==> config.mk <==
export PLATFORM = sky130hd
export DESIGN_NAME = can_fault_conf
export DESIGN_NICKNAME = d
export VERILOG_FILES = /design/src/rtl/can_fc_pkg.sv /design/src/rtl/fc_tx_counter.sv /design/src/rtl/fc_rx_counter.sv /design/src/rtl/fc_recovery_mon.sv /design/src/rtl/can_fault_conf.sv
export SDC_FILE = /design/constraint.sdc
export NUM_CORES = 1
export LEC_CHECK = 0
export ABC_AREA = 1
export BUFFER_PORTS_ARGS = -buffer_cell sky130_fd_sc_hd__clkbuf_2
export CAP_MARGIN = 40
export CORE_UTILIZATION = 23
export DETAILED_ROUTE_END_ITERATION = 6
export PLACE_DENSITY = 0.5
export SLEW_MARGIN = 20
export SYNTH_ARGS = -nofsm -noshare
export SYNTH_HDL_FRONTEND = slang
export SYNTH_SLANG_ARGS = --single-unit
export TNS_END_PERCENT = 30
==> constraint.sdc <==
create_clock -name clk -period 2.85 [get_ports clk]
set_input_delay 0.4275 -clock clk [delete_from_list [all_inputs] [get_ports clk]]
set_output_delay 0.4275 -clock clk [all_outputs]
set_load 0.02 [all_outputs]
==> src/rtl/can_fc_pkg.sv <==
package can_fc_pkg;
  typedef enum logic [1:0] {
    FC_ACTIVE  = 2'd0,
    FC_PASSIVE = 2'd1,
    FC_BUSOFF  = 2'd2
  } fc_state_t;
endpackage

==> src/rtl/fc_tx_counter.sv <==
module fc_tx_counter #(
  parameter int W   = 9,
  parameter int INC = 8
) (
  input  logic         clk,
  input  logic         rst,
  input  logic         clr,
  input  logic         hold,
  input  logic         err,
  input  logic         ok,
  output logic [W-1:0] cnt_q,
  output logic [W-1:0] cnt_d
);
  localparam logic [W-1:0] MAXV = '1;
  localparam logic [W-1:0] INCV = W'(INC);

  always_comb begin
    cnt_d = cnt_q;
    if (clr)
      cnt_d = '0;
    else if (hold)
      cnt_d = cnt_q;
    else if (err)
      cnt_d = (cnt_q > MAXV - INCV) ? MAXV : cnt_q + INCV;
    else if (ok && cnt_q != '0)
      cnt_d = cnt_q - 1'b1;
  end

  always_ff @(posedge clk) begin
    if (rst) cnt_q <= '0;
    else     cnt_q <= cnt_d;
  end


  tec_step_chk: assert property (@(posedge clk) disable iff (rst)
    (!clr && !hold && err && cnt_q <= MAXV - INCV) |=> cnt_q == $past(cnt_q) + INCV);


  tec_floor_chk: assert property (@(posedge clk) disable iff (rst)
    (!clr && !hold && !err && ok && cnt_q == '0) |=> cnt_q == '0);
endmodule

==> src/rtl/fc_rx_counter.sv <==
module fc_rx_counter #(
  parameter int W       = 8,
  parameter int INC_BIG = 8
) (
  input  logic         clk,
  input  logic         rst,
  input  logic         clr,
  input  logic         hold,
  input  logic         err,
  input  logic         dom_err,
  input  logic         ok,
  output logic [W-1:0] cnt_q,
  output logic [W-1:0] cnt_d
);
  localparam logic [W-1:0] MAXV = '1;
  localparam logic [W-1:0] BIGV = W'(INC_BIG);

  always_comb begin
    cnt_d = cnt_q;
    if (clr)
      cnt_d = '0;
    else if (hold)
      cnt_d = cnt_q;
    else if (dom_err)
      cnt_d = (cnt_q > MAXV - BIGV) ? MAXV : cnt_q + BIGV;
    else if (err)
      cnt_d = (cnt_q == MAXV) ? MAXV : cnt_q + 1'b1;
    else if (ok && cnt_q != '0)
      cnt_d = cnt_q - 1'b1;
  end

  always_ff @(posedge clk) begin
    if (rst) cnt_q <= '0;
    else     cnt_q <= cnt_d;
  end


  rec_no_drop_chk: assert property (@(posedge clk) disable iff (rst)
    (!clr && !ok) |=> cnt_q >= $past(cnt_q));


  rec_ceiling_chk: assert property (@(posedge clk) disable iff (rst)
    (!clr && cnt_q == MAXV && !ok) |=> cnt_q == MAXV);
endmodule

==> src/rtl/fc_recovery_mon.sv <==
module fc_recovery_mon #(
  parameter int RUN_LEN = 11,
  parameter int GRP_NUM = 128
) (
  input  logic clk,
  input  logic rst,
  input  logic in_busoff,
  input  logic busoff_entry,
  input  logic auto_rec,
  input  logic init_req,
  input  logic bit_vld,
  input  logic rx_bit,
  output logic done
);
  localparam int RUN_W = $clog2(RUN_LEN);
  localparam int GRP_W = $clog2(GRP_NUM);
  localparam logic [RUN_W-1:0] RUN_LAST = RUN_W'(RUN_LEN - 1);
  localparam logic [GRP_W-1:0] GRP_LAST = GRP_W'(GRP_NUM - 1);

  logic [RUN_W-1:0] run_q;
  logic [GRP_W-1:0] grp_q;
  logic             saw_init_q;
  logic             counting;

  assign counting = in_busoff && !init_req && (auto_rec || saw_init_q);
  assign done     = counting && bit_vld && rx_bit &&
                    run_q == RUN_LAST && grp_q == GRP_LAST;

  always_ff @(posedge clk) begin
    if (rst || !in_busoff || busoff_entry) begin
      run_q      <= '0;
      grp_q      <= '0;
      saw_init_q <= 1'b0;
    end else begin
      if (init_req) saw_init_q <= 1'b1;
      if (counting && bit_vld) begin
        if (!rx_bit) begin
          run_q <= '0;
        end else if (run_q == RUN_LAST) begin
          run_q <= '0;
          grp_q <= grp_q + 1'b1;
        end else begin
          run_q <= run_q + 1'b1;
        end
      end
    end
  end


  run_bound_chk: assert property (@(posedge clk) disable iff (rst)
    run_q <= RUN_LAST);


  init_pause_chk: assert property (@(posedge clk) disable iff (rst)
    (init_req && in_busoff && !busoff_entry) |=> $stable(run_q) && $stable(grp_q));


  dom_reset_chk: assert property (@(posedge clk) disable iff (rst)
    (counting && bit_vld && !rx_bit) |=> run_q == '0);
endmodule

==> src/rtl/can_fault_conf.sv <==
module can_fault_conf
  import can_fc_pkg::*;
#(
  parameter int TEC_W       = 9,
  parameter int REC_W       = 8,
  parameter int ERR_STEP    = 8,
  parameter int PASSIVE_LIM = 128,
  parameter int BUSOFF_LIM  = 256,
  parameter int RUN_LEN     = 11,
  parameter int GRP_NUM     = 128
) (
  input  logic             clk,
  input  logic             rst,
  input  logic             tx_err_i,
  input  logic             tx_ok_i,
  input  logic             rx_err_i,
  input  logic             rx_dom_err_i,
  input  logic             rx_ok_i,
  input  logic             rx_bit_i,
  input  logic             bit_vld_i,
  input  logic             auto_rec_i,
  input  logic             init_req_i,
  output logic [TEC_W-1:0] tec_o,
  output logic [REC_W-1:0] rec_o,
  output logic [1:0]       state_o,
  output logic             bus_off_o,
  output logic             node_en_o,
  output logic             state_irq_o
);
  localparam logic [TEC_W-1:0] TEC_PASS = TEC_W'(PASSIVE_LIM);
  localparam logic [TEC_W-1:0] TEC_OFF  = TEC_W'(BUSOFF_LIM);
  localparam logic [REC_W-1:0] REC_PASS = REC_W'(PASSIVE_LIM);

  fc_state_t        state_q, state_d;
  logic [TEC_W-1:0] tec_q, tec_d;
  logic [REC_W-1:0] rec_q, rec_d;
  logic             in_busoff, entry, rec_done;
  logic             irq_q, boff_q, en_q;

  assign in_busoff = (state_q == FC_BUSOFF);

  fc_tx_counter #(.W(TEC_W), .INC(ERR_STEP)) u_tec (
    .clk(clk), .rst(rst), .clr(rec_done), .hold(in_busoff),
    .err(tx_err_i), .ok(tx_ok_i), .cnt_q(tec_q), .cnt_d(tec_d)
  );

  fc_rx_counter #(.W(REC_W), .INC_BIG(ERR_STEP)) u_rec (
    .clk(clk), .rst(rst), .clr(rec_done), .hold(in_busoff),
    .err(rx_err_i), .dom_err(rx_dom_err_i), .ok(rx_ok_i),
    .cnt_q(rec_q), .cnt_d(rec_d)
  );

  fc_recovery_mon #(.RUN_LEN(RUN_LEN), .GRP_NUM(GRP_NUM)) u_mon (
    .clk(clk), .rst(rst), .in_busoff(in_busoff), .busoff_entry(entry),
    .auto_rec(auto_rec_i), .init_req(init_req_i), .bit_vld(bit_vld_i),
    .rx_bit(rx_bit_i), .done(rec_done)
  );

  always_comb begin
    if (in_busoff)
      state_d = rec_done ? FC_ACTIVE : FC_BUSOFF;
    else if (tec_d >= TEC_OFF)
      state_d = FC_BUSOFF;
    else if (tec_d >= TEC_PASS || rec_d >= REC_PASS)
      state_d = FC_PASSIVE;
    else
      state_d = FC_ACTIVE;
  end

  assign entry = !in_busoff && (state_d == FC_BUSOFF);

  always_ff @(posedge clk) begin
    if (rst) begin
      state_q <= FC_ACTIVE;
      irq_q   <= 1'b0;
      boff_q  <= 1'b0;
      en_q    <= 1'b1;
    end else begin
      state_q <= state_d;
      irq_q   <= (state_d != state_q);
      boff_q  <= (state_d == FC_BUSOFF);
      en_q    <= (state_d != FC_BUSOFF);
    end
  end

  assign tec_o       = tec_q;
  assign rec_o       = rec_q;
  assign state_o     = state_q;
  assign bus_off_o   = boff_q;
  assign node_en_o   = en_q;
  assign state_irq_o = irq_q;


  busoff_flags_chk: assert property (@(posedge clk) disable iff (rst)
    (state_o == 2'd2) |-> (bus_off_o && !node_en_o));


  busoff_hold_chk: assert property (@(posedge clk) disable iff (rst)
    (in_busoff && !rec_done) |=> ($stable(tec_o) && $stable(rec_o)));


  irq_on_change_chk: assert property (@(posedge clk) disable iff (rst)
    (state_d != state_q) |=> state_irq_o);


  recovery_clear_chk: assert property (@(posedge clk) disable iff (rst)
    rec_done |=> (tec_o == '0 && rec_o == '0 && state_o == 2'd0));
endmodule

==> impl_metrics.py, run 1 <==
metrics = {
    "outcome": {
        "status": "finished clean",
    },
    "yosys": {
        "yosys_warnings": 0,
        "synth_top_area_cell": "dfxtp_1",
        "synth-edff-count": 0,
        "synthTopCellsByCount": "66 x nand2_1, 51 x nor2_1, 41 x inv_1",
        "syn_inst": 357,
        "ys_types": 37,
        "yosys_register_bits": 34,
        "synth_top_area_share": 0.285,
        "syn_nets": 382,
        "synth-seq-area-share": 0.285,
        "ys.flop_type": "dfxtp_1",
        "yosysMostFrequentCell": "nand2_1",
        "avgSynthCellArea_um2": 6.69,
        "synth_area_mm2": 0.00239,
        "synthArstFlopShare": 0,
        "ys_top_cells_by_area": "dfxtp_1 29%, nand2_1 10%, nor2_1 8.0%",
    },
    "floorplanning": {
        "pin_count": 33,
        "die_w_um": 104,
        "rows": 36,
        "dieArea_mm2": 0.0108,
        "initial_core_util": 0.241,
        "core_area_mm2": 0.00991,
        "die_h_um": 104,
    },
    "routing": {
        "drtIter0Drc": 86,
        "vias": 2406,
        "wl_um": 6150,
        "wl_per_cell_um": 11.7,
        "firstDrtPassIters": 4,
        "ant_nets": 0,
        "drt-vias-per-instance": 4.57,
        "drc": 0,
    },
    "sta": {
        "worst_slew_pin_slew_ps": 384,
        "fmax_ghz": 0.491,
        "rsz0062_at_grt": "false",
        "holdWs_ps": 400,
        "skew_ps": 9.30,
        "slew_violations": 0,
        "period_needed_ps": 2040,
        "setup_tns_ps": 0,
        "fin_ws_ps": 813,
        "slew_headroom": 0.737,
        "finalHoldViolations": 0,
        "finalSetupViolCount": 0,
        "fin_crit_sh": 0.715,
    },
    "global_route": {
        "grt_pass1_vias": 2217,
        "antenna_found_initial": 0,
        "grt-ovfl-total": 0,
        "grt_start_max_net_pins": 20,
        "grt_first_pass_wirelength_um": 10400,
        "grt_use_total": 0.116,
    },
    "cells_and_area": {
        "fin_area_mm2": 0.00279,
        "nets": 418,
        "syn2layout_area_growth_pct": 16.8,
        "drive_gt1_frac": 0.190,
        "num_antenna_cells": 0,
    },
    "cts": {
        "cts-root-buf": "clkbuf_8",
        "clk_pin_slew_ps": 70,
        "clkLatencyLatePin_ps": 290,
        "cts_num_sinks": 34,
        "htree_levels": 2,
        "postCtsSetupBuffers": 0,
        "clk_path_buf_depth": 2,
        "postCtsHoldBufs": 0,
        "cts_tree": "built",
        "cts.repair.resized": 0,
        "numCtsBuffers": 5,
    },
    "critical_path": {
        "critPathBufInv": 2,
        "crit_fanout": 5,
        "cpMostUsedCell": "nand2_1",
        "required_ps": 3010,
        "startpoint_type": "flip-flop",
        "cp_slowest_stage_delay_ps": 350,
        "crit_type": "reg2reg",
        "critPathTopFamily": "simple AND/OR/NAND/NOR gates",
        "cp.arrival_ps": 2200,
        "worst_path_max_delay_cell": "dfxtp_1",
        "worstPathCellList": "inv_1 > ha_1 > nand2_1 > nor2_1 > nand3_1 > nand2_1 > inv_2 > nand2_1 > nor2_1 > a2111oi_0 > nor3_1",
        "cp-end-kind": "flip-flop",
    },
    "placed_design": {
        "dpl-instance-area_mm2": 0.00269,
        "hpwl_um": 4770,
        "numPortBuffers": 32,
        "routabilityCongestion": 0.797,
        "dp_slack_ps": 837,
    },
    "hold_path": {
        "hp-class": "in2reg",
    },
    "power_and_ir_drop": {
        "ir_drop_mv": 0.167,
        "power_density_mw_per_mm2": 556,
        "leakagePower_nw": 1.21,
    },
    "job": {
        "maxCapViolCount": 0,
    },
}
[cells in the final DEF, fill, tap and decap left out, types with 3 or more instances in the layout]
master | Yosys | layout
nor2_4 | 3 | 3
xor2_1 | 6 | 6
nand4_1 | 7 | 7
clkbuf_8 | 0 | 6
nand2_1 | 66 | 66
o21ai_0 | 22 | 22
dfxtp_1 | 34 | 34
a21oi_2 | 3 | 3
inv_2 | 8 | 8
ha_1 | 14 | 14
nand3_1 | 31 | 31
nor2_1 | 51 | 51
a211oi_1 | 4 | 4
nand3_2 | 4 | 4
nand2_2 | 5 | 5
inv_1 | 41 | 41
nor3_1 | 7 | 7
clkbuf_2 | 0 | 32
a21oi_1 | 19 | 19
nor3_2 | 3 | 3
[registers in the layout, indices dropped and copies added, names as in the netlist]
name and count:
bus_off_o 1, node_en_o 1, state_irq_o 1, state_o 2, u_mon.grp_q 7, u_mon.run_q 4
u_mon.saw_init_q 1, u_rec.cnt_q 8, u_tec.cnt_q 9
[area by class of cell]
type | instances | area [um^2]
Inverter | 49 | 184
Sequential cell | 34 | 681
Multi-Input combinational cell | 269 | 1490
Tap cell | 133 | 166
Timing Repair Buffer | 34 | 175
Clock inverter | 2 | 12.5
Fill cell | 1107 | 7120
Clock buffer | 6 | 82.6
[logic make-up after synthesis]
kind of cell,Yosys count,share of synthesized area
fa+ha+maj,14,0.0734
simple gates,185,0.364
xor+xnor,7,0.0257
compound gates,63,0.160
flops,34,0.285
buf+inv,54,0.0917
[stage by stage]
step            util  power [mW]  instances
6_report       0.281        1.55        527
5_1_grt        0.281        1.67        527
4_1_cts        0.281        1.57        527
3_5_place_dp   0.272        1.19        519
3_3_place_gp   0.272        1.19        519
2_1_floorplan      -        1.02        357
[routing by layer]
metal  track usage  vias to the layer above  share of wire
met5             0                        -              0
met4        0.0276                        0          0.011
met3        0.0307                        9          0.050
met2         0.191                       53           0.46
met1         0.149                     1089           0.48
li1              -                     1255              -
[worst paths after layout]
path | from | to | slack, ps | depth (start not counted)
worst max-delay path | u_tec.cnt_q[0] | u_tec.cnt_q[1] | 810 | 11
worst min-delay path | rst | state_o[0] | 400 | 2
worst max register to register | u_tec.cnt_q[0] | u_tec.cnt_q[1] | 810 | 11
worst min register to register | u_mon.grp_q[5] | u_mon.grp_q[5] | 480 | 2
[report_power, final]
part / internal (mW) / switching [mW] / leakage (nW) / total, mW
registers: 0.525 / 0.0837 / 0.279 / 0.609
clock network: 0.194 / 0.183 / 0.0472 / 0.378
logic: 0.195 / 0.370 / 0.880 / 0.564
total: 0.914 / 0.637 / 1.21 / 1.55
Note: power is estimated with default switching activity, not from simulation.
==> run 2, diff against run 1 <==
- clock period: 2.85 -> 2.05 ns (I/O delays scaled with it)
==> impl_metrics.py, run 2 (synthesis results as in run 1) <==
metrics = {
    "cts": {
        "cts_tree": "built",
        "cts-root-buf": "clkbuf_8",
        "cts_num_sinks": 34,
        "clkLatencyLatePin_ps": 290,
        "clk_pin_slew_ps": 80,
        "clk_path_buf_depth": 2,
        "htree_levels": 2,
        "numCtsBuffers": 5,
    },
    "placed_design": {
        "hpwl_um": 5020,
        "dp_slack_ps": 121,
        "routabilityCongestion": 0.847,
        "numPortBuffers": 32,
    },
    "job": {
        "maxCapViolCount": 0,
    },
    "floorplanning": {
        "rows": 36,
        "pin_count": 33,
        "die_h_um": 104,
        "die_w_um": 104,
        "dieArea_mm2": 0.0108,
        "core_area_mm2": 0.00991,
        "initial_core_util": 0.241,
    },
    "power_and_ir_drop": {
        "switching_share": 0.416,
        "p_switching_mw": 0.929,
        "leakagePower_nw": 1.26,
        "seqPwrFrac": 0.371,
        "power_frac_clock": 0.245,
        "power_density_mw_per_mm2": 778,
        "p_total_mw": 2.23,
        "p_comb_frac": 0.384,
        "intPower_mw": 1.30,
        "ir_drop_mv": 0.248,
    },
    "cells_and_area": {
        "top_register": "u_tec.cnt_q",
        "num_antenna_cells": 0,
        "nets": 426,
        "drive_gt1_frac": 0.221,
        "register_area_um2": 684,
        "multi_input_area_mm2": 0.00150,
        "largest_register_ffs": 9,
        "final_common_cell": "nand2_1",
        "reg.largest.list": "u_tec.cnt_q (9), u_rec.cnt_q (8), u_mon.grp_q (7)",
        "syn2layout_area_growth_pct": 20.2,
        "final_cell_mix": "66 x nand2_1, 49 x nor2_1, 40 x inv_1, 32 x clkbuf_2",
        "fill_cells": 1100,
    },
    "global_route": {
        "grt_use_total": 0.127,
        "grt_first_pass_wirelength_um": 11300,
        "grt_start_max_net_pins": 20,
        "grt-ovfl-total": 0,
        "grt_pass1_vias": 2349,
        "use_met2": 0.206,
        "grtUsageMet3": 0.0288,
        "met1_usage": 0.167,
        "busiest_layer": "met2",
        "antenna_found_initial": 0,
    },
    "critical_path": {
        "startpoint_type": "flip-flop",
        "crit_fanout": 5,
        "cp.arrival_ps": 2100,
        "required_ps": 2220,
        "crit_type": "reg2reg",
        "cp-end-kind": "flip-flop",
        "r2r_slack_ps": 130,
        "ff2ff_path_depth": 10,
    },
    "routing": {
        "wl_um": 6560,
        "ant_nets": 0,
        "firstDrtPassIters": 4,
        "vias": 2411,
        "drc": 0,
        "drtIter0Drc": 102,
        "drt-vias-per-instance": 4.51,
        "wl_per_cell_um": 12.3,
    },
    "hold_path": {
        "hp-class": "in2reg",
        "holdPathStages": 2,
    },
    "sta": {
        "fin_ws_ps": 126,
        "fmax_ghz": 0.520,
        "skew_ps": 3.19,
        "finalHoldViolations": 0,
        "rsz0062_at_grt": "true",
        "period_needed_ps": 1920,
        "slew_headroom": 0.735,
        "finalSetupViolCount": 0,
        "fin_crit_sh": 0.939,
        "worst_slew_pin_slew_ps": 388,
        "slew_violations": 0,
    },
    "outcome": {
        "status": "finished clean",
    },
}
run 2: final timing paths:
path / start / endpoint
setup / recovery: u_tec.cnt_q[0] / u_tec.cnt_q[1]
setup reg to reg: u_tec.cnt_q[0] / u_tec.cnt_q[1]
hold reg to reg: u_mon.grp_q[1] / u_mon.grp_q[1]
hold / removal: rst / state_o[0]
run 2: routing by layer:
layer	vias up	part of all wire
li1	1269	-
met1	1090	0.50
met2	43	0.45
met3	9	0.041
met4	0	0.013
met5	-	0
run 2: area by class of cell:
cell class	count	area share
clock buffer	6	0.0288
clock inverter	2	0.00436
timing repair buffer	42	0.0820
multi-input combinational	269	0.524
tap	133	0.0580
sequential	34	0.239
inverter	49	0.0641
run 2: power groups by stage:
stage | combinational (mW) | sequential [mW] | clock (mW)
floorplan | 0.509 | 0.909 | 0
global placement | 0.829 | 0.843 | 0
detailed placement | 0.834 | 0.842 | 0
CTS | 0.838 | 0.826 | 0.561
global route | 0.975 | 0.840 | 0.596
finish | 0.857 | 0.828 | 0.547
run 2: worst max-delay path, cell delays in order (launching register included):
cell,delay (ps)
dfxtp_1,400
inv_1,100
ha_1,230
nand2_1,110
nor2_4,50
nand3_1,120
nand2_1,110
inv_2,80
nand2_1,100
a2111oi_0,410
nor3_1,80
run 2: stage by stage:
stage | std cells | instance area (um^2) | hold slack, ps | TNS, ps | util
floorplan | 357 | 2390 | 379 | 0 | -
global placement | 526 | 2750 | 467 | 0 | 0.277
detailed placement | 526 | 2750 | 478 | 0 | 0.277
CTS | 534 | 2840 | 269 | 0 | 0.287
global route | 535 | 2870 | 284 | -10.5 | 0.290
finish | 535 | 2870 | 281 | 0 | 0.290
run 2: repair_timing:
action / in CTS / in global routing
endpoints found under the setup margin: 0 / 7
gates resized for setup: 0 / 8
hold buffers: 0 / 0
buffers inserted: 0 / 1
